File: src/rtl/qbx_pkg.sv
package qbx_pkg;
  typedef enum logic {
    DIR_SEND    = 1'b0,
    DIR_RECEIVE = 1'b1
  } dir_e;
endpackage

File: src/rtl/qbx_drv_stage.sv
module qbx_drv_stage #(
  parameter int WIDTH = 4
) (
  input  logic             clk,
  input  logic             rst,
  input  logic             drv_clk,
  input  logic [WIDTH-1:0] a_in,
  output logic [WIDTH-1:0] word_q
);
  logic drv_clk_q;
  logic load;

  assign load = drv_clk && !drv_clk_q;

  always_ff @(posedge clk) begin
    if (rst) begin
      drv_clk_q <= 1'b1;
      word_q    <= '0;
    end else begin
      drv_clk_q <= drv_clk;
      if (load) word_q <= a_in;
    end
  end
endmodule

File: src/rtl/qbx_rx_latch.sv
module qbx_rx_latch #(
  parameter int WIDTH = 4
) (
  input  logic             clk,
  input  logic             rst,
  input  logic             le_n,
  input  logic [WIDTH-1:0] bus_in,
  output logic [WIDTH-1:0] seen
);
  logic [WIDTH-1:0] held_q;

  for (genvar b = 0; b < WIDTH; b++) begin : g_cell
    always_ff @(posedge clk) begin
      if (rst)        held_q[b] <= 1'b0;
      else if (!le_n) held_q[b] <= bus_in[b];
    end
    assign seen[b] = le_n ? held_q[b] : bus_in[b];
  end
endmodule

File: src/rtl/qbx_parity_sel.sv
module qbx_parity_sel
  import qbx_pkg::*;
#(
  parameter int WIDTH = 4
) (
  input  dir_e             dir,
  input  logic [WIDTH-1:0] send_word,
  input  logic [WIDTH-1:0] recv_word,
  output logic             parity
);
  logic send_par;
  logic recv_par;

  assign send_par = ^send_word;
  assign recv_par = ^recv_word;

  always_comb begin
    case (dir)
      DIR_SEND: parity = send_par;
      default:  parity = recv_par;
    endcase
  end
endmodule

File: src/rtl/quad_bus_xcvr.sv
module quad_bus_xcvr
  import qbx_pkg::*;
#(
  parameter int WIDTH = 4
) (
  input  logic             clk,
  input  logic             rst,
  input  logic [WIDTH-1:0] a_in,
  input  logic             drv_clk,
  input  logic             bus_en_n,
  input  logic [WIDTH-1:0] bus_in,
  output logic [WIDTH-1:0] bus_out,
  output logic             bus_oe,
  input  logic             le_n,
  input  logic             oe_n,
  output logic [WIDTH-1:0] rx_data,
  output logic             rx_oe,
  output logic             parity
);
  logic [WIDTH-1:0] drv_word;
  logic [WIDTH-1:0] latched;
  dir_e             dir;

  assign dir = bus_en_n ? DIR_RECEIVE : DIR_SEND;

  qbx_drv_stage #(.WIDTH(WIDTH)) drv_i (
    .clk    (clk),
    .rst    (rst),
    .drv_clk(drv_clk),
    .a_in   (a_in),
    .word_q (drv_word)
  );

  qbx_rx_latch #(.WIDTH(WIDTH)) lat_i (
    .clk   (clk),
    .rst   (rst),
    .le_n  (le_n),
    .bus_in(bus_in),
    .seen  (latched)
  );

  qbx_parity_sel #(.WIDTH(WIDTH)) par_i (
    .dir      (dir),
    .send_word(a_in),
    .recv_word(latched),
    .parity   (parity)
  );

  assign bus_out = ~drv_word;
  assign bus_oe  = (dir == DIR_SEND);
  assign rx_data = ~latched;
  assign rx_oe   = !oe_n;
endmodule

File: config.mk
export PLATFORM = sky130hd
export DESIGN_NAME = quad_bus_xcvr
export DESIGN_NICKNAME = d
export VERILOG_FILES = /design/src/rtl/qbx_pkg.sv /design/src/rtl/qbx_drv_stage.sv /design/src/rtl/qbx_rx_latch.sv /design/src/rtl/qbx_parity_sel.sv /design/src/rtl/quad_bus_xcvr.sv
export SDC_FILE = /design/constraint.sdc
export NUM_CORES = 1
export LEC_CHECK = 0
export BUFFER_PORTS_ARGS = -buffer_cell sky130_fd_sc_hd__buf_2
export CAP_MARGIN = 20
export CORE_AREA = 2 2 39 41
export CTS_BUF_LIST = sky130_fd_sc_hd__clkbuf_8 sky130_fd_sc_hd__clkbuf_16
export CTS_CLUSTER_SIZE = 30
export DETAILED_ROUTE_END_ITERATION = 8
export DIE_AREA = 0 0 41 43
export PLACE_DENSITY = 0.66
export REMOVE_ABC_BUFFERS = 1
export SYNTH_ARGS = -nofsm -noshare
export SYNTH_HDL_FRONTEND = slang
export SYNTH_SLANG_ARGS = --single-unit
File: constraint.sdc
create_clock -name clk -period 1 [get_ports clk]
set_input_delay 0 -clock clk [delete_from_list [all_inputs] [get_ports clk]]
set_output_delay 0 -clock clk [all_outputs]
set_load 0.05 [all_outputs]
Word-level counts from Yosys, hierarchy flattened

Index checks and enable logic that the tools add are counted.

Muxes and demuxes: 6
Bitwise logic cells: 3
Reductions and logical operators: 5

Operators with widths:

| kind              | count |
|---|---|
| 4-bit NOT         | 2 |
| 4-bit parity      | 2 |
| 1-bit two-way mux | 6 |
| 1-bit logical NOT | 2 |
| 1-bit logical AND | 1 |
| 1-bit NOT         | 1 |

Flip-flop bits (word level): 9
Input port bits: 14
Output and inout port bits: 11
Word-level logic and storage cells: 20

Logic depth before layout (Yosys ltp)

Depth in word-level cells: 3
Mapped depth: 5
Mapped depth without buffers: 4

Hierarchy

A second synthesis with hierarchy kept.

Cell total of the unflattened synthesis: 48
Area total of the unflattened synthesis: 460.4 sq um

By module, submodules not included:

| module         | instances | cells each | area an instance (sq um) | seq. area each (sq um) |
|---|---|---|---|---|
| qbx_drv_stage  | 1         | 19         | 210.2                    | 100.1 |
| qbx_rx_latch   | 1         | 12         | 150.1                    | 80.1 |
| qbx_parity_sel | 1         | 7          | 62.6                     | 0.0 |
| quad_bus_xcvr  | 1         | 10         | 37.5                     | 0.0 |

Worst setup path before layout

No wires, ideal clock.

Path kind: flip-flop to output port
From: register lat_i.held_q[2]
To: output parity
Arrival time: 2040 ps
Required time: 1000 ps
Path slack: -1040 ps
Cell stages (with the launch flop): 5
Buffers on the path: 0
Cells stage by stage: dfxtp_1 -> mux2i_2 -> xnor2_1 -> xnor2_1 -> a21oi_1

Cells in the longest elaborated chain, start to end: 3

RTL lines:

| item                             | line                 | source |
|---|---|---|
| start: declaration               | qbx_rx_latch.sv:10   | `logic [WIDTH-1:0] held_q;` |
| start signal: indexed assignment | qbx_rx_latch.sv:15   | `else if (!le_n) held_q[b] <= bus_in[b];` |
| 1-bit two-way mux                | qbx_rx_latch.sv:17   | `assign seen[b] = le_n ? held_q[b] : bus_in[b];` |
| 4-bit parity                     | qbx_parity_sel.sv:15 | `assign recv_par = ^recv_word;` |
| 1-bit two-way mux                | qbx_parity_sel.sv:18 | `case (dir)` |
| end: declaration                 | quad_bus_xcvr.sv:18  | `output logic parity` |

No other way between the ends.

Final worst setup path

Same ends and word-level chain as after synthesis.

==> flow_summary.json <==
{
  "grt_start_max_net_pins": 10,
  "maxSlewHeadroom": 0.833,
  "min_path_cells": 3,
  "timing.critical_path.buf_inv": 1,
  "synth_top_area_share": 0.422,
  "power_per_cell_area_nw_per_um2": 1580,
  "grt_pass1_wl_um": 1310,
  "residual_overflow_from_global_routing": 0,
  "timing.critical_path.slowest_cell_delay_ps": 300,
  "hold-path-endpoint": "drv_i.word_q[1]",
  "postSynthAreaPerCell_um2": 8.53,
  "cts.root.buffer_cell": "clkbuf_8",
  "regToRegSetupSlack_ps": 40,
  "post_drt_wl_per_cell_um": 8.54,
  "number_of_top_level_pins": 25,
  "via_count": 407,
  "result_of_the_run": "finished with violations",
  "n_antenna_cell": 0,
  "drt_first_iter_violations": 6,
  "post-dp-hpwl_um": 628,
  "seq_area_frac_synth": 0.422,
  "path_class": "flip-flop to primary output",
  "track_usage": 0.114,
  "post-route-worst-setup-slack_ps": -330,
  "vdd_drop_max_uv": 1280,
  "timing.hold.worst.class": "input pin to flip-flop",
  "hold_path.startpoint": "a_in[1]",
  "drt_pre_antenna_iters": 3,
  "finalSetupViolCount": 1,
  "post_synth_instance_area_um2": 427,
  "worstSkewPairLatency_ps": 230,
  "floorplan.die.height_um": 43,
  "yosys_register_bits": 9,
  "slowest_cell_on_crit_path": "dfxtp_1",
  "crit_path_end_kind": "primary output",
  "cts.sinks": 9,
  "antenna_found_initial": 0,
  "cp.arrival_ps": 1330,
  "yosysUniqueCellTypes": 12,
  "avgViaCountPerCell": 4.15,
  "floorplan.initialDensity": 0.308,
  "leakage_uw": 0.000338,
  "worst_path_most_repeated_cell": "xnor2_1",
  "finalNetCount": 97,
  "finalClockSkew_ps": 0.921,
  "clock_tree.buffer_depth": 2,
  "postRouteWirelength_um": 837,
  "timing_max_transition_violations_final": 0,
  "finalHoldViolations": 0,
  "cts.reportedPaths.clkPinSlew_ps": 40,
  "port_buffers": 24,
  "crit_required_ps": 1000,
  "worst_setup_sp_type": "flip-flop",
  "gp_routability_congestion": 0.633,
  "netlist.top_cell.by_area": "dfxtp_1",
  "core_region_area_um2": 1380,
  "timing_worst_slew_pin_value_ps": 252,
  "core_util_final": 0.517,
  "final_period_minus_worst_setup_slack_ps": 1330,
  "die_area_um2": 1760,
  "r2r-end": "lat_i.held_q[2]",
  "synth_warnings": 0,
  "cts-buffers-inserted": 3,
  "worst_path_cell_chain": "mux2i_2 > xnor2_1 > xnor2_1 > a21oi_1 > buf_4",
  "drv.max_cap_violation_count": 0,
  "failed_checks": "negative setup slack",
  "drt_drc_violations_left": 0,
  "area_used_by_multi_input_combinational_logic_um2": 235,
  "power_uw": 1130,
  "synth_top_cells_by_area": "dfxtp_1 42%, nor2_1 11%, xnor2_1 8.2%",
  "die_w_um": 41,
  "worst_path_fanout_max": 2,
  "post-route-period-util": 1.33,
  "setup_repair_after_global_routing_missed_its_margin": "true",
  "drive_gt1_frac": 0.537,
  "htree_num_levels": 1,
  "register_area_um2": 184,
  "reg2reg_from": "lat_i.held_q[2]",
  "fillers": 130,
  "synthToLayoutAreaGrowth_pct": 67.7,
  "fmaxAchievable_mhz": 752,
  "rows": 14,
  "worstRegToRegCells": 5,
  "cts_tree": "done",
  "first_global_vias": 364,
  "worst_path_dominant_cell_family": "flip-flops",
  "syn_inst": 50,
  "final_antenna_net_count": 0
}
[cells in the final DEF, fill, tap and decap left out, drive strengths merged]
cell type and count:
dfxtp 9, inv 7, clkbuf 3, xnor2 4, dlygate4sd3 1, nor2 13, mux2i 5, xor2 3
buf 30, a21oi 5, nor2b 1, or2 1
[tightest hold or removal path: stages]
cell and delay (ps):
buf_2 100, a21oi_1 60, nor2_1 70
[worst max-delay path by stage]
stage | startpoint | to | depth (start not counted) | slack (ps)
after floorplan | lat_i.held_q[2] | parity | 4 | -1040
after global placement | lat_i.held_q[2] | parity | 5 | -150
after detailed placement | lat_i.held_q[1] | parity | 5 | -150
after CTS | lat_i.held_q[1] | parity | 5 | -360
after global routing | lat_i.held_q[2] | parity | 5 | -430
final | lat_i.held_q[2] | parity | 5 | -330
[logic make-up (layout without fill, tap and decap cells)]
| kind of cell | Yosys count | count (layout) | share of synthesized area |
|---|---|---|---|
| and+or+nand+nor | 15 | 15 | 0.144 |
| DFF | 9 | 9 | 0.422 |
| buffers and inverters | 9 | 41 | 0.0968 |
| xor gates and xnor gates | 7 | 7 | 0.144 |
| AOI/OAI and AO/OA | 5 | 5 | 0.0586 |
| muxes | 5 | 5 | 0.135 |
[layout make-up]
| cell class | count | area share |
|---|---|---|
| inverter | 6 | 0.0315 |
| sequential | 9 | 0.257 |
| timing repair buffer | 31 | 0.292 |
| clock buffer | 3 | 0.0577 |
| clock inverter | 1 | 0.00524 |
| tap | 16 | 0.0280 |
| multi-input combinational | 32 | 0.329 |
[registers in the layout (all words and copies together) (netlist names)]
name	count
drv_i.word_q	4
drv_i.drv_clk_q	1
lat_i.held_q	4
[what timing repair did]
action | in CTS | in global routing
setup buffers | 2 | 2
resized for setup | 9 | 10
hold buffers | 1 | 0
pin swaps | 3 | 4
setup endpoints to repair | 5 | 9
hold endpoints to repair | 1 | 0
[per-layer routing]
metal  GRT usage  part of all wire  vias to the layer above
met5           0                 0                        -
met4      0.0400            0.0096                        0
met3      0.0785             0.074                        2
met2       0.156              0.51                       13
met1       0.138              0.40                      177
li1            -                 -                      215
[report_power, final]
part	internal, uW	switching [uW]	leakage (uW)	total [uW]
Combinational	147	202	0.000237	350
Sequential	379	9.30	0.0000749	388
Clock	266	129	0.0000269	395
[cell usage after synthesis (all sizes together)]
master and count:
mux2i 5, a21oi 5, xor2 3, clkbuf 2
dfxtp 9, nor2 13, inv 6, or2 1
nor2b 1, buf 1, xnor2 4
[stage by stage]
stage / setup TNS (ps) / hold slack, ps / setup WS, ps / cells / cell area (um2)
after global routing: -478 / 47.1 / -429 / 98 / 716
final: -330 / 27.2 / -330 / 98 / 716
after floorplan: -2320 / 72.4 / -1040 / 47 / 408
after detailed placement: -155 / 201 / -155 / 91 / 578
after global placement: -146 / 196 / -146 / 91 / 578
after CTS: -395 / 26.4 / -365 / 98 / 676
Note: power is estimated with default switching activity, not from simulation.
